**src/rtl/crc32w_pkg.sv**
```systemverilog
package crc32w_pkg;

    localparam logic [31:0] CRC32_POLY = 32'h04C1_1DB7;

    typedef struct packed {
        logic rev_in;
        logic rev_out;
        logic inv_out;
    } crc_mode_t;

endpackage

```
**src/rtl/crc_bit_rev.sv**
```systemverilog
module crc_bit_rev #(
    parameter int W = 32
) (
    input  logic [W-1:0] din,
    input  logic         en,
    output logic [W-1:0] dout
);
    logic [W-1:0] flipped;

    for (genvar i = 0; i < W; i++) begin : g_flip
        assign flipped[i] = din[W-1-i];
    end

    assign dout = en ? flipped : din;
endmodule

```
**src/rtl/crc_fold.sv**
```systemverilog
module crc_fold #(
    parameter int              CW   = 32,
    parameter int              DW   = 32,
    parameter logic [CW-1:0]   POLY = '0
) (
    input  logic [CW-1:0] rem_in,
    input  logic [DW-1:0] data,
    output logic [CW-1:0] rem_out
);
    // one stage per input bit, MSB of data first
    logic [DW:0][CW-1:0] stage;

    assign stage[0] = rem_in;

    for (genvar s = 0; s < DW; s++) begin : g_step
        logic fb;
        assign fb           = stage[s][CW-1] ^ data[DW-1-s];
        assign stage[s+1]   = {stage[s][CW-2:0], 1'b0} ^ (fb ? POLY : '0);
    end

    assign rem_out = stage[DW];
endmodule

```
**src/rtl/crc32_word_engine.sv**
```systemverilog
module crc32_word_engine
    import crc32w_pkg::*;
#(
    parameter int                CRC_W  = 32,
    parameter int                LANE_W = 8,
    parameter logic [CRC_W-1:0]  POLY   = CRC32_POLY,
    parameter logic [CRC_W-1:0]  INIT   = '1
) (
    input  logic                                   clk,
    input  logic                                   rst_n,
    input  logic                                   soft_reset,
    input  logic                                   data_valid,
    input  logic [CRC_W-1:0]                       data_in,
    input  logic [$clog2(CRC_W/LANE_W)-1:0]        byte_count,
    input  logic                                   rev_in,
    input  logic                                   rev_out,
    input  logic                                   inv_out,
    output logic [CRC_W-1:0]                       crc_out,
    output logic                                   ready
);
    localparam int LANES = CRC_W / LANE_W;
    localparam int CNT_W = $clog2(LANES);

    typedef struct packed {
        logic [CRC_W-1:0]        rem;
        logic [CRC_W-LANE_W-1:0] tail;
        logic [CNT_W-1:0]        left;
    } state_t;

    state_t    st_d, st_q;
    crc_mode_t mode;

    logic [CRC_W-1:0]  word_fed, rem_word, rem_view, rem_byte;
    logic [LANE_W-1:0] byte_raw, byte_fed;

    assign mode     = '{rev_in: rev_in, rev_out: rev_out, inv_out: inv_out};
    assign ready    = (st_q.left == '0);
    assign byte_raw = ready ? data_in[LANE_W-1:0] : st_q.tail[LANE_W-1:0];

    crc_bit_rev #(.W(CRC_W)) u_rev_word (
        .din(data_in), .en(mode.rev_in), .dout(word_fed));

    crc_bit_rev #(.W(LANE_W)) u_rev_byte (
        .din(byte_raw), .en(mode.rev_in), .dout(byte_fed));

    crc_fold #(.CW(CRC_W), .DW(CRC_W), .POLY(POLY)) u_fold_word (
        .rem_in(st_q.rem), .data(word_fed), .rem_out(rem_word));

    crc_fold #(.CW(CRC_W), .DW(LANE_W), .POLY(POLY)) u_fold_byte (
        .rem_in(st_q.rem), .data(byte_fed), .rem_out(rem_byte));

    crc_bit_rev #(.W(CRC_W)) u_rev_out (
        .din(st_q.rem), .en(mode.rev_out), .dout(rem_view));

    assign crc_out = rem_view ^ {CRC_W{mode.inv_out}};

    always_comb begin
        st_d = st_q;
        if (soft_reset) begin
            st_d.rem  = INIT;
            st_d.tail = '0;
            st_d.left = '0;
        end else if (!ready) begin
            st_d.rem  = rem_byte;
            st_d.tail = st_q.tail >> LANE_W;
            st_d.left = st_q.left - 1'b1;
        end else if (data_valid) begin
            if (byte_count == '0) begin
                st_d.rem = rem_word;
            end else begin
                st_d.rem  = rem_byte;
                st_d.tail = data_in[CRC_W-1:LANE_W];
                st_d.left = byte_count - 1'b1;
            end
        end
    end

    always_ff @(posedge clk or negedge rst_n) begin
        if (!rst_n) begin
            st_q <= '{rem: INIT, tail: '0, left: '0};
        end else begin
            st_q <= st_d;
        end
    end

    // restart loads all ones and clears any stall
    assert_soft_reset_R7: assert property (@(posedge clk) disable iff (!rst_n)
        soft_reset |=> (st_q.rem == INIT) && ready);

    // no accepted input, no change to the remainder
    assert_idle_hold_R2: assert property (@(posedge clk) disable iff (!rst_n)
        (ready && !data_valid && !soft_reset) |=> $stable(st_q.rem));

    // a tail of more than one byte stalls the interface
    assert_tail_stall_R4: assert property (@(posedge clk) disable iff (!rst_n)
        (ready && data_valid && !soft_reset && byte_count > 1) |=> !ready);

    // during a stall only the pending tail advances, one byte per cycle
    assert_busy_ignore_R5: assert property (@(posedge clk) disable iff (!rst_n)
        (!ready && !soft_reset) |=> (st_q.left == $past(st_q.left) - 1'b1));

    // full words never stall
    assert_word_single_R10: assert property (@(posedge clk) disable iff (!rst_n)
        (ready && data_valid && !soft_reset && byte_count == '0) |=> ready);
endmodule

```
**config.mk**
```make
export PLATFORM = sky130hd
export DESIGN_NAME = crc32_word_engine
export DESIGN_NICKNAME = d
export VERILOG_FILES = /design/src/rtl/crc32w_pkg.sv /design/src/rtl/crc_bit_rev.sv /design/src/rtl/crc_fold.sv /design/src/rtl/crc32_word_engine.sv
export SDC_FILE = /design/constraint.sdc
export NUM_CORES = 1
export LEC_CHECK = 0
export CORE_MARGIN = 2
export CORE_UTILIZATION = 35
export CTS_CLUSTER_DIAMETER = 120
export DETAILED_ROUTE_END_ITERATION = 8
export PLACE_DENSITY = 0.53
export SYNTH_ARGS = -nofsm -noshare
export SYNTH_HDL_FRONTEND = slang
export SYNTH_HIERARCHICAL = 1
export SYNTH_SLANG_ARGS = --single-unit
export TNS_END_PERCENT = 20
```
**constraint.sdc**
```tcl
create_clock -name clk -period 4.6 [get_ports clk]
set_clock_uncertainty 0.1 [all_clocks]
set_input_delay 1.38 -clock clk [delete_from_list [all_inputs] [get_ports clk]]
set_output_delay 1.38 -clock clk [all_outputs]
set_load 0.1 [all_outputs]
```
==> impl_metrics.toml <==
[drt]
drc = 0
avgViaCountPerCell = 4.69
routed_wl_mm = 27.1
drt_iter0_markers = 219
highest_layer = "met4"
ant_nets = 0
drt_pass1_iterations = 4
wl_met1_mm = 12.2
vias = 6260
route.detailed.wl_per_inst_um = 20.3
dr_wl_met2_mm = 13.1
wl_met3_um = 981

[sta]
setup_viol = 8
period_minus_slack_ps = 4660
setup_ws_ps = -55.5
fmax_mhz = 215
worst_pin_slew_ps = 931
drv_slew = 0
timing.setup.tns_ps = -214
fin_crit_sh_pct = 101
rsz0062_at_grt = "yes"
slew_headroom_pct = 38.0
whs_ps = 429
finalHoldViolCount = 0

[worst_setup_path]
r2r_end = "st_q[40]"
critPathMaxFanout = 6
crit_type = "input port to flop"
path_cells = "buf_12, buf_6, mux2_4, xnor2_4, buf_12, xnor3_2, xnor3_2, xnor2_2, xnor3_4, xnor2_4, xor2_2, buf_4, xnor3_1, mux2i_1, a21oi_1"
crit_path_top_delay_cell = "xnor3_4"
rrSetupSlack_ps = 880
ff2ff_path_depth = 12
cp-start-kind = "input port"
crit_arrival_ps = 4810
required_ps = 4750
critPathMaxStageDelay_ps = 460
critPathCaptureType = "flop"
worstReg2RegStart = "st_q[54]"

[yosys]
synthDistinctLibCells = 36
synthTopCellsByArea = "xnor2_1, mux2_4, xnor3_1"
synthFlopType = "dfstp_2"
synth.top_cell.area_share_pct = 19.5
async_flop_share_pct = 100
ys_seq_area_share_pct = 17.5
yosys.area.top_type = "xnor2_1"
synth_area_um2 = 8530
syn_inst = 740
ys.warnings.count = 6
synth_seq_cells = 58
synth_area_per_cell_um2 = 11.5
synth_nets = 781
synth_edf_count = 0

[layout]
drive_above_1_share_pct = 50.1
finalNonFillerCells = 1334
area_delta_synth_final_pct = 45.9
nFillCells = 2190
largest_register = "st_q"
largest_reg_flops = 58
num_antenna_cells = 0
largestRegisters = "st_q: 58 flops"
fin_util_pct = 51.6
layout.nets = 1047

[global_routing]
grt_pass1_vias = 6435
grt_usage_pct = 21.4
antenna_found_initial = 0
grt.overflow.total = 0
grt_max_degree = 43
grt_first_pass_wirelength_mm = 40.5

[clocking]
clock-root-buffer = "clkbuf_16"
cts_num_sinks = 58
htree_num_levels = 3
clk_pin_slew_ps = 50
clockBufferDepth = 2
clkLatencyLatePin_ps = 340
ctsHoldBuffers = 0
cts_buffers = 9
cts_tree = "done"

[floorplan]
core_um2 = 24100
io_pins = 74
die_y_um = 160
start_util_pct = 35.4
dieArea_um2 = 25600
num_rows = 57
dieWidth_um = 160

[worst_hold_path]
worstHoldStart = "st_q[22]"
hold_path_depth = 2
min_to = "st_q[22]"
hp-class = "flop to flop"

[place]
port_buffers = 73
dpl.hpwl_mm = 21.6
place_congestion = 0.906
dp.cells = 1289

[run_status]
status = "finished with violations"
violations = "setup timing"

[job]
cap_viol_max_count = 0
stage by stage:
step / setup WS [ps] / area [um2]
2_1_floorplan: -370 / 8710
3_3_place_gp: -788 / 11300
3_5_place_dp: -781 / 11300
4_1_cts: -105 / 12200
5_1_grt: -160 / 12400
6_report: -55.5 / 12400
worst max-delay path, delay by kind of cell:
family	cells	cell delay (ps)
xor gates and xnor gates	8	2380
AOI/OAI and AO/OA	1	80
muxes	2	470
buffers and inverters	4	510
Yosys cell counts (2+ instances only):
| cell | n |
|---|---|
| a21oi_1 | 42 |
| a311oi_1 | 16 |
| buf_12 | 6 |
| buf_2 | 5 |
| buf_4 | 2 |
| buf_6 | 7 |
| clkbuf_1 | 16 |
| dfrtp_1 | 26 |
| dfstp_2 | 32 |
| inv_1 | 4 |
| mux2_2 | 12 |
| mux2_4 | 68 |
| mux2i_1 | 32 |
| nand2_1 | 49 |
| nor2_1 | 49 |
| xnor2_1 | 190 |
| xnor2_2 | 25 |
| xnor2_4 | 12 |
| xnor3_1 | 38 |
| xnor3_2 | 6 |
| xnor3_4 | 2 |
| xor2_1 | 76 |
| xor2_2 | 6 |
| xor3_1 | 6 |
| xor3_2 | 2 |
cell families (layout without fill, tap and decap cells):
kind of cell / after synthesis / in the layout / synth area share [%]
simple gates: 104 / 104 / 4.93
buf+inv: 41 / 311 / 3.72
flops: 58 / 58 / 17.5
compound gates: 60 / 60 / 4.25
xor+xnor: 365 / 365 / 52.3
mux: 112 / 112 / 17.3
how the worst max path moves through the flow:
stage,startpoint,to,depth (start not counted)
after floorplan,inv_out,crc_out[10],3
after global placement,rev_in,st_q[44],15
after detailed placement,rev_in,st_q[44],15
after CTS,data_in[22],st_q[40],14
after global routing,rev_in,st_q[38],13
final,rev_in,st_q[40],15
per-layer routing:
layer	GRT usage (%)	up-vias
li1	-	3003
met4	6.88	0
met3	3.09	40
met2	35.4	158
met5	0	-
met1	28.8	3059
cell type report:
cell class	instances	area, um2	share of cell area (%)
Clock buffer	11	243	1.95
Sequential cell	58	1490	12.0
Clock inverter	4	20.0	0.161
Inverter	4	15.0	0.121
Timing Repair Buffer	292	2850	22.9
Multi-Input combinational cell	641	7430	59.6
Tap cell	324	405	3.26
what timing repair did:
action                                 CTS  global route
buffers inserted                        26             5
pin swaps                               33            21
endpoints found under the hold margin    0             0
setup endpoints to repair               30            29
resized for setup                       72            41
cell usage in the layout, fill, tap and decap left out, types with 14 or more instances in the layout:
cell / synthesis / layout
dfrtp_1: 26 / 26
buf_4: 2 / 200
buf_12: 6 / 43
xnor2_2: 25 / 47
a21oi_1: 42 / 42
nor2_1: 49 / 48
xnor2_4: 12 / 32
dfstp_2: 32 / 32
mux2_4: 68 / 69
xnor2_1: 190 / 148
xnor3_1: 38 / 24
xnor3_2: 6 / 20
xor2_1: 76 / 67
mux2i_1: 32 / 32
dlygate4sd2_1: 0 / 14
a311oi_1: 16 / 16
nand2_1: 49 / 49
Power is left out: the tool's default activity adds up to more than one toggle a clock period on the data nets, which glitch-free logic cannot reach.
